===== src/rtl/cpwm_pkg.sv =====
package cpwm_pkg;
   typedef enum logic [2:0] {
      SEL_PER   = 3'd0,
      SEL_DT    = 3'd1,
      SEL_MPW   = 3'd2,
      SEL_SW    = 3'd3,
      SEL_DUTY0 = 3'd4,
      SEL_DUTY1 = 3'd5,
      SEL_DUTY2 = 3'd6,
      SEL_MODE  = 3'd7
   } cpwm_sel_e;

   localparam int MAX_PHASES = 3;
endpackage


===== src/rtl/cpwm_shadow.sv =====
module cpwm_shadow
   import cpwm_pkg::*;
#(
   parameter int CNT_W   = 16,
   parameter int DT_W    = 10,
   parameter int SW_W    = 8,
   parameter int NPH     = 3,
   parameter int RST_PER = 1000
) (
   input  logic                 clk,
   input  logic                 rst_n,
   input  logic                 wr_en,
   input  logic [2:0]           wr_sel,
   input  logic [CNT_W-1:0]     wr_data,
   input  logic                 load,
   output logic [CNT_W-1:0]     act_per,
   output logic [DT_W-1:0]      act_dt,
   output logic [DT_W-1:0]      act_mpw,
   output logic [SW_W-1:0]      act_sw,
   output logic [NPH*CNT_W-1:0] act_duty,
   output logic [SW_W-1:0]      nxt_sw,
   output logic                 dbl_mode
);
   localparam logic [CNT_W-1:0] PER_RST = CNT_W'(RST_PER);
   localparam logic [CNT_W-1:0] PER_ONE = CNT_W'(1);

   logic [CNT_W-1:0] s_per;
   logic [DT_W-1:0]  s_dt, s_mpw;
   logic [SW_W-1:0]  s_sw;

   always_ff @(posedge clk or negedge rst_n) begin
      if (!rst_n) begin
         s_per    <= PER_RST;
         s_dt     <= '0;
         s_mpw    <= '0;
         s_sw     <= SW_W'(1);
         dbl_mode <= 1'b0;
      end else if (wr_en) begin
         case (cpwm_sel_e'(wr_sel))
            SEL_PER:  s_per    <= wr_data;
            SEL_DT:   s_dt     <= wr_data[DT_W-1:0];
            SEL_MPW:  s_mpw    <= wr_data[DT_W-1:0];
            SEL_SW:   s_sw     <= wr_data[SW_W-1:0];
            SEL_MODE: dbl_mode <= wr_data[0];
            default:  ;
         endcase
      end
   end

   always_ff @(posedge clk or negedge rst_n) begin
      if (!rst_n) begin
         act_per <= PER_RST;
         act_dt  <= '0;
         act_mpw <= '0;
         act_sw  <= SW_W'(1);
      end else if (load) begin
         act_per <= (s_per == '0) ? PER_ONE : s_per;
         act_dt  <= s_dt;
         act_mpw <= s_mpw;
         act_sw  <= s_sw;
      end
   end

   assign nxt_sw = s_sw;

   for (genvar p = 0; p < NPH; p++) begin : g_phase
      localparam logic [2:0] MY_SEL = 3'(int'(SEL_DUTY0) + p);
      logic [CNT_W-1:0] s_duty, a_duty;

      always_ff @(posedge clk or negedge rst_n) begin
         if (!rst_n)                          s_duty <= '0;
         else if (wr_en && wr_sel == MY_SEL)  s_duty <= wr_data;
      end

      always_ff @(posedge clk or negedge rst_n) begin
         if (!rst_n)    a_duty <= '0;
         else if (load) a_duty <= s_duty;
      end

      assign act_duty[p*CNT_W +: CNT_W] = a_duty;
   end
endmodule


===== src/rtl/cpwm_updown.sv =====
module cpwm_updown #(
   parameter int CNT_W = 16
) (
   input  logic             clk,
   input  logic             rst_n,
   input  logic [CNT_W-1:0] per,
   output logic [CNT_W-1:0] cnt,
   output logic             down,
   output logic             start_evt,
   output logic             mid_evt
);
   logic [CNT_W-1:0] top_val;

   assign top_val   = per - CNT_W'(1);
   assign mid_evt   = !down && (cnt >= top_val);
   assign start_evt = down && (cnt == '0);

   // reset parks in the falling half at zero so the first edge opens a period
   always_ff @(posedge clk or negedge rst_n) begin
      if (!rst_n) begin
         cnt  <= '0;
         down <= 1'b1;
      end else if (!down) begin
         if (mid_evt) down <= 1'b1;
         else         cnt  <= cnt + CNT_W'(1);
      end else begin
         if (start_evt) down <= 1'b0;
         else           cnt  <= cnt - CNT_W'(1);
      end
   end
endmodule


===== src/rtl/cpwm_syncgen.sv =====
module cpwm_syncgen #(
   parameter int SW_W = 8
) (
   input  logic            clk,
   input  logic            rst_n,
   input  logic            fire,
   input  logic [SW_W-1:0] width,
   output logic            sync
);
   logic [SW_W-1:0] left;

   always_ff @(posedge clk or negedge rst_n) begin
      if (!rst_n)              left <= '0;
      else if (fire)           left <= (width == '0) ? SW_W'(1) : width;
      else if (left != '0)     left <= left - SW_W'(1);
   end

   assign sync = (left != '0);
endmodule


===== src/rtl/cpwm_cmp.sv =====
module cpwm_cmp #(
   parameter int CNT_W = 16,
   parameter int NPH   = 3
) (
   input  logic [CNT_W-1:0]     cnt,
   input  logic [NPH*CNT_W-1:0] duty,
   output logic [NPH-1:0]       hi
);
   for (genvar p = 0; p < NPH; p++) begin : g_cmp
      assign hi[p] = (cnt < duty[p*CNT_W +: CNT_W]);
   end
endmodule


===== src/rtl/cpwm_timebase.sv =====
module cpwm_timebase
   import cpwm_pkg::*;
#(
   parameter int CNT_W   = 16,
   parameter int DT_W    = 10,
   parameter int SW_W    = 8,
   parameter int NPH     = 3,
   parameter int RST_PER = 1000
) (
   input  logic                 clk,
   input  logic                 rst_n,
   input  logic                 wr_en,
   input  logic [2:0]           wr_sel,
   input  logic [CNT_W-1:0]     wr_data,
   output logic [CNT_W-1:0]     cnt_o,
   output logic                 half_o,
   output logic                 sync_o,
   output logic [CNT_W-1:0]     act_per_o,
   output logic [DT_W-1:0]      act_dt_o,
   output logic [DT_W-1:0]      act_mpw_o,
   output logic [SW_W-1:0]      act_sw_o,
   output logic [NPH*CNT_W-1:0] act_duty_o,
   output logic [NPH-1:0]       pwm_hi_o
);
   if (CNT_W < 2)                           begin : g_bad_cnt  $error("CNT_W too small");  end
   if (DT_W < 1 || DT_W > CNT_W)            begin : g_bad_dt   $error("DT_W out of range"); end
   if (SW_W < 1 || SW_W > CNT_W)            begin : g_bad_sw   $error("SW_W out of range"); end
   if (NPH < 1 || NPH > MAX_PHASES)         begin : g_bad_nph  $error("NPH out of range");  end
   if (RST_PER < 1 || RST_PER >= (1 << CNT_W)) begin : g_bad_per $error("RST_PER out of range"); end

   logic             start_evt, mid_evt, dbl_mode, load;
   logic [SW_W-1:0]  nxt_sw;

   assign load = start_evt || (mid_evt && dbl_mode);

   cpwm_shadow #(
      .CNT_W(CNT_W), .DT_W(DT_W), .SW_W(SW_W), .NPH(NPH), .RST_PER(RST_PER)
   ) u_shadow (
      .clk(clk), .rst_n(rst_n), .wr_en(wr_en), .wr_sel(wr_sel), .wr_data(wr_data),
      .load(load), .act_per(act_per_o), .act_dt(act_dt_o), .act_mpw(act_mpw_o),
      .act_sw(act_sw_o), .act_duty(act_duty_o), .nxt_sw(nxt_sw), .dbl_mode(dbl_mode)
   );

   cpwm_updown #(.CNT_W(CNT_W)) u_ctr (
      .clk(clk), .rst_n(rst_n), .per(act_per_o), .cnt(cnt_o), .down(half_o),
      .start_evt(start_evt), .mid_evt(mid_evt)
   );

   cpwm_syncgen #(.SW_W(SW_W)) u_sync (
      .clk(clk), .rst_n(rst_n), .fire(load), .width(nxt_sw), .sync(sync_o)
   );

   cpwm_cmp #(.CNT_W(CNT_W), .NPH(NPH)) u_cmp (
      .cnt(cnt_o), .duty(act_duty_o), .hi(pwm_hi_o)
   );
endmodule


===== config.mk =====
export PLATFORM = sky130hd
export DESIGN_NAME = cpwm_timebase
export DESIGN_NICKNAME = d
export VERILOG_FILES = /design/src/rtl/cpwm_pkg.sv /design/src/rtl/cpwm_shadow.sv /design/src/rtl/cpwm_updown.sv /design/src/rtl/cpwm_syncgen.sv /design/src/rtl/cpwm_cmp.sv /design/src/rtl/cpwm_timebase.sv
export SDC_FILE = /design/constraint.sdc
export NUM_CORES = 1
export LEC_CHECK = 0
export ABC_AREA = 1
export ABC_CLOCK_PERIOD_IN_PS = 3200
export BUFFER_PORTS_ARGS = -buffer_cell sky130_fd_sc_hd__buf_2
export CAP_MARGIN = 30
export CORE_MARGIN = 2
export CORE_UTILIZATION = 58
export CTS_CLUSTER_DIAMETER = 150
export DETAILED_ROUTE_END_ITERATION = 6
export GPL_TIMING_DRIVEN = 0
export PLACE_DENSITY = 0.8
export SYNTH_ARGS = -nofsm -noshare
export SYNTH_HDL_FRONTEND = slang
export SYNTH_SLANG_ARGS = --single-unit
export TNS_END_PERCENT = 10

===== constraint.sdc =====
create_clock -name clk -period 3.2 [get_ports clk]
set_input_delay 0.16 -clock clk [delete_from_list [all_inputs] [get_ports clk]]
set_output_delay 0.16 -clock clk [all_outputs]
set_load 0.03 [all_outputs]

==> qor.txt <==
critical setup path kind - flip-flop to flip-flop
count of mapped cells out of synthesis - 1,209
share of flip-flops with an asynchronous set or reset after synthesis - 100%
number of levels the H-tree was split into - 1
status - complete, but fails checks
leakage power of the design - 7.29 nW
count of buffering cells on the critical path with inverters included - 4
transition time at the pin with the least slew margin - 677 ps
initial antenna violation count - 0
total via count in the routed design - 9,597
FF+latch count, synth - 210
die footprint - 19,300 um2
CP Capture Type - flip-flop
number of buffers added by the clock tree synthesis step - 23
summed instance area of the synthesized netlist - 10,500 um2
most common cell in the synthesized netlist - nand2_1
via/cell ratio - 5.86
highest cell delay on the worst timing path - 440 ps
sequential cell area - 5280 um2
Fin Clk Skew - 21.6 ps
post-route fraction of the period consumed by the critical path - 101%
source-to-sink clock delay at the later pin of the worst-skew pair - 520 ps
power density over the cells - 485 nW/um2
worst setup slack before clock tree synthesis - -654 ps
most used flip-flop cell after synthesis - dfrtp_1
min-delay worst type - primary input to flip-flop
share of layout cells above drive strength 1 - 20.4%
data arrival time of the worst path - 3630 ps
average wire length per cell after detail routing - 19.6 um
PnR worst setup slack - -43.5 ps
number of I/O port buffers - 134
Yosys Warn Count - 0
cell accounting for the most synthesized area - dfrtp_1
antenna cells - 0
Worst path slowest cell - dfrtp_2
Area contributors post-synth - dfrtp_1, nand2_1, ha_1, o21ai_0, inv_1
total routing usage reported by global routing - 30.8%
Synth Net Count - 1,309
average footprint of a synthesized cell - 8.71 um2
layout filler cell count - 1,220
pin count of the biggest net entering global routing - 128
total DRC errors in the routed layout - 0
buffer type at the clock tree root - clkbuf_16
final core utilization - 72.6%
wire length of the first global-routing pass - 47.2 mm
gr ovfl total - 0
final critical delay including setup and external delays - 3240 ps
largest vdd supply drop - 403 uV
maximum achievable frequency - 308 MHz
Final Routed Wirelength - 32.1 mm
Max-cap violations - 0
die span in x - 139 um
Final Setup Violations - 44
failing checks - negative setup slack
largest fanout on the critical path - 10
routability congestion estimate - 0.867
via count of the first global-routing pass - 8,947
sequential element share of the synthesized area - 50.1%
most frequent cells after synthesis - nand2_1, dfrtp_1, inv_1, o21ai_0, ha_1
Core Area - 17,900 um2
count of cell types in the netlist - 32
IO Count - 135
number of enable flip-flop cells after synthesis - 0
area added between synthesis and finish - 23.3%
endpoint required time on the critical path - 3590 ps
Core Rows - 49
Clock Tree Buf Depth - 3
Initial Util - 58.8%
First DRT Iteration DRCs - 1,244
smallest hold slack - 17.7 ps
unrepaired setup endpoints after global routing - true
post-detailed-route count of antenna-violating nets - 0
clock transition at the register clock pins on the worst setup and hold paths after CTS - 60 ps
portion of synthesized cell area occupied by the leading cell type - 46.3%
CTS tree - yes
# nets final - 1,492
area of combinational cells with multiple inputs - 4780 um2
Worst setup SP type - flip-flop
worst slew slack as a fraction of its limit - 54.9%
cell-by-cell trace of the critical path - nor2_2, nand2_1, nor2_2, nand2_2, nor2_4, nand2_2, nor2_4, nand3_2, xnor2_1, inv_1, ha_4, nand4_1, nor2_1, nand2_1, inv_1, nand2_2, nand3_4, nand3_4, clkbuf_16, buf_12, o21a_1
sink count of the clock tree - 210
DP Wirelength - 20.5 mm
Crit path top cell by count - nand2_2
dominant delay contributor by cell family on the critical path - simple AND/OR/NAND/NOR gates
Hold Violations, Final - 0
drt pass-1 iters - 6
Final Slew Violations - 0
y dimension of the die - 139 um
logic make-up after synthesis:
kind of cell | Yosys count | synth area share [%]
and+or+nand+nor | 463 | 17.8
AOI/OAI and AO/OA | 250 | 13.4
DFF | 210 | 50.1
buffers and inverters | 176 | 6.76
adders and majority gates | 78 | 9.33
xor gates and xnor gates | 32 | 2.66
metrics by stage:
stage	power [W]	area [um2]	instances	TNS [ps]
6_report	0.00630	13000	1637	-944
5_1_grt	0.00646	13000	1637	-17850
3_5_place_dp	0.00346	11500	1573	-51210
4_1_cts	0.00626	12500	1622	-10.1
2_1_floorplan	0.00326	10500	1209	0
3_3_place_gp	0.00343	11500	1572	-330200
where the power goes:
| part | internal (W) | switching [W] |
|---|---|---|
| Sequential | 0.00289 | 0.000153 |
| Clock | 0.00174 | 0.00109 |
| Combinational | 0.000125 | 0.000301 |
sequential cells by signal, summed over array words and instances (netlist names):
register / flops
u_ctr.cnt: 16
u_shadow.act_sw: 8
u_ctr.down: 1
u_sync.left: 8
u_shadow.act_mpw: 10
u_shadow.s_dt: 10
u_shadow.s_per: 16
u_shadow.dbl_mode: 1
u_shadow.g_phase.s_duty: 48
u_shadow.act_per: 16
u_shadow.g_phase.a_duty: 48
u_shadow.nxt_sw: 8
u_shadow.s_mpw: 10
u_shadow.act_dt: 10
final timing paths:
check | from | endpoint | slack (ps) | cells past startpoint
setup reg to reg | u_shadow.act_per[1]$_DFFE_PN0P_ | u_shadow.g_phase[2].a_duty[7]$_DFFE_PN0P_ | -40 | 21
hold / removal | wr_data[12] | u_shadow.s_per[12]$_DFFE_PN0P_ | 20 | 3
min in group asynchronous | rst_n | u_shadow.act_sw[7]$_DFFE_PN0P_ | 240 | 2
max in group asynchronous | rst_n | u_shadow.s_mpw[9]$_DFFE_PN0P_ | 1900 | 3
hold reg to reg | u_shadow.act_sw[0]$_DFFE_PN1P_ | u_shadow.act_sw[0]$_DFFE_PN1P_ | 470 | 2
setup / recovery | u_shadow.act_per[1]$_DFFE_PN0P_ | u_shadow.g_phase[2].a_duty[7]$_DFFE_PN0P_ | -40 | 21
timing repair:
action / in CTS / in global routing
resized for setup: 33 / 91
endpoints found under the setup margin: 116 / 116
setup buffers: 7 / 11
pin swaps: 2 / 11
hold buffers: 2 / 0
cloned: 0 / 5
endpoints found under the hold margin: 77 / 0
worst min-delay path: stages:
cell and delay (ps):
buf_2 70, inv_1 90, o21ai_0 160
placed cells by master, fill, tap and decap left out, types with 28 or more instances in the layout:
master       n
dfrtp_1    193
nand3_1     52
nor2_1      46
clkbuf_16   28
buf_2      134
nand2_1    298
o21a_1      47
ha_1        75
a21oi_1     45
inv_1      129
o21ai_0    119
per-layer routing:
layer / global-route usage (%) / part of all wire (%) / vias to the layer above
met5: 0 / 0 / -
met4: 10.5 / 4.0 / 0
met3: 4.70 / 8.8 / 112
met2: 50.3 / 48 / 517
met1: 42.8 / 40 / 4651
li1: - / - / 4317
layout make-up:
cell class                      count  share of cell area [%]
Clock inverter                      9                    1.17
Sequential cell                   210                    40.6
Multi-Input combinational cell    823                    36.8
Buffer                             41                    2.69
Tap cell                          229                    2.21
Timing Repair Buffer              160                    7.67
Inverter                          133                    3.84
Clock buffer                       32                    5.00
Note: power is estimated with default switching activity, not from simulation.
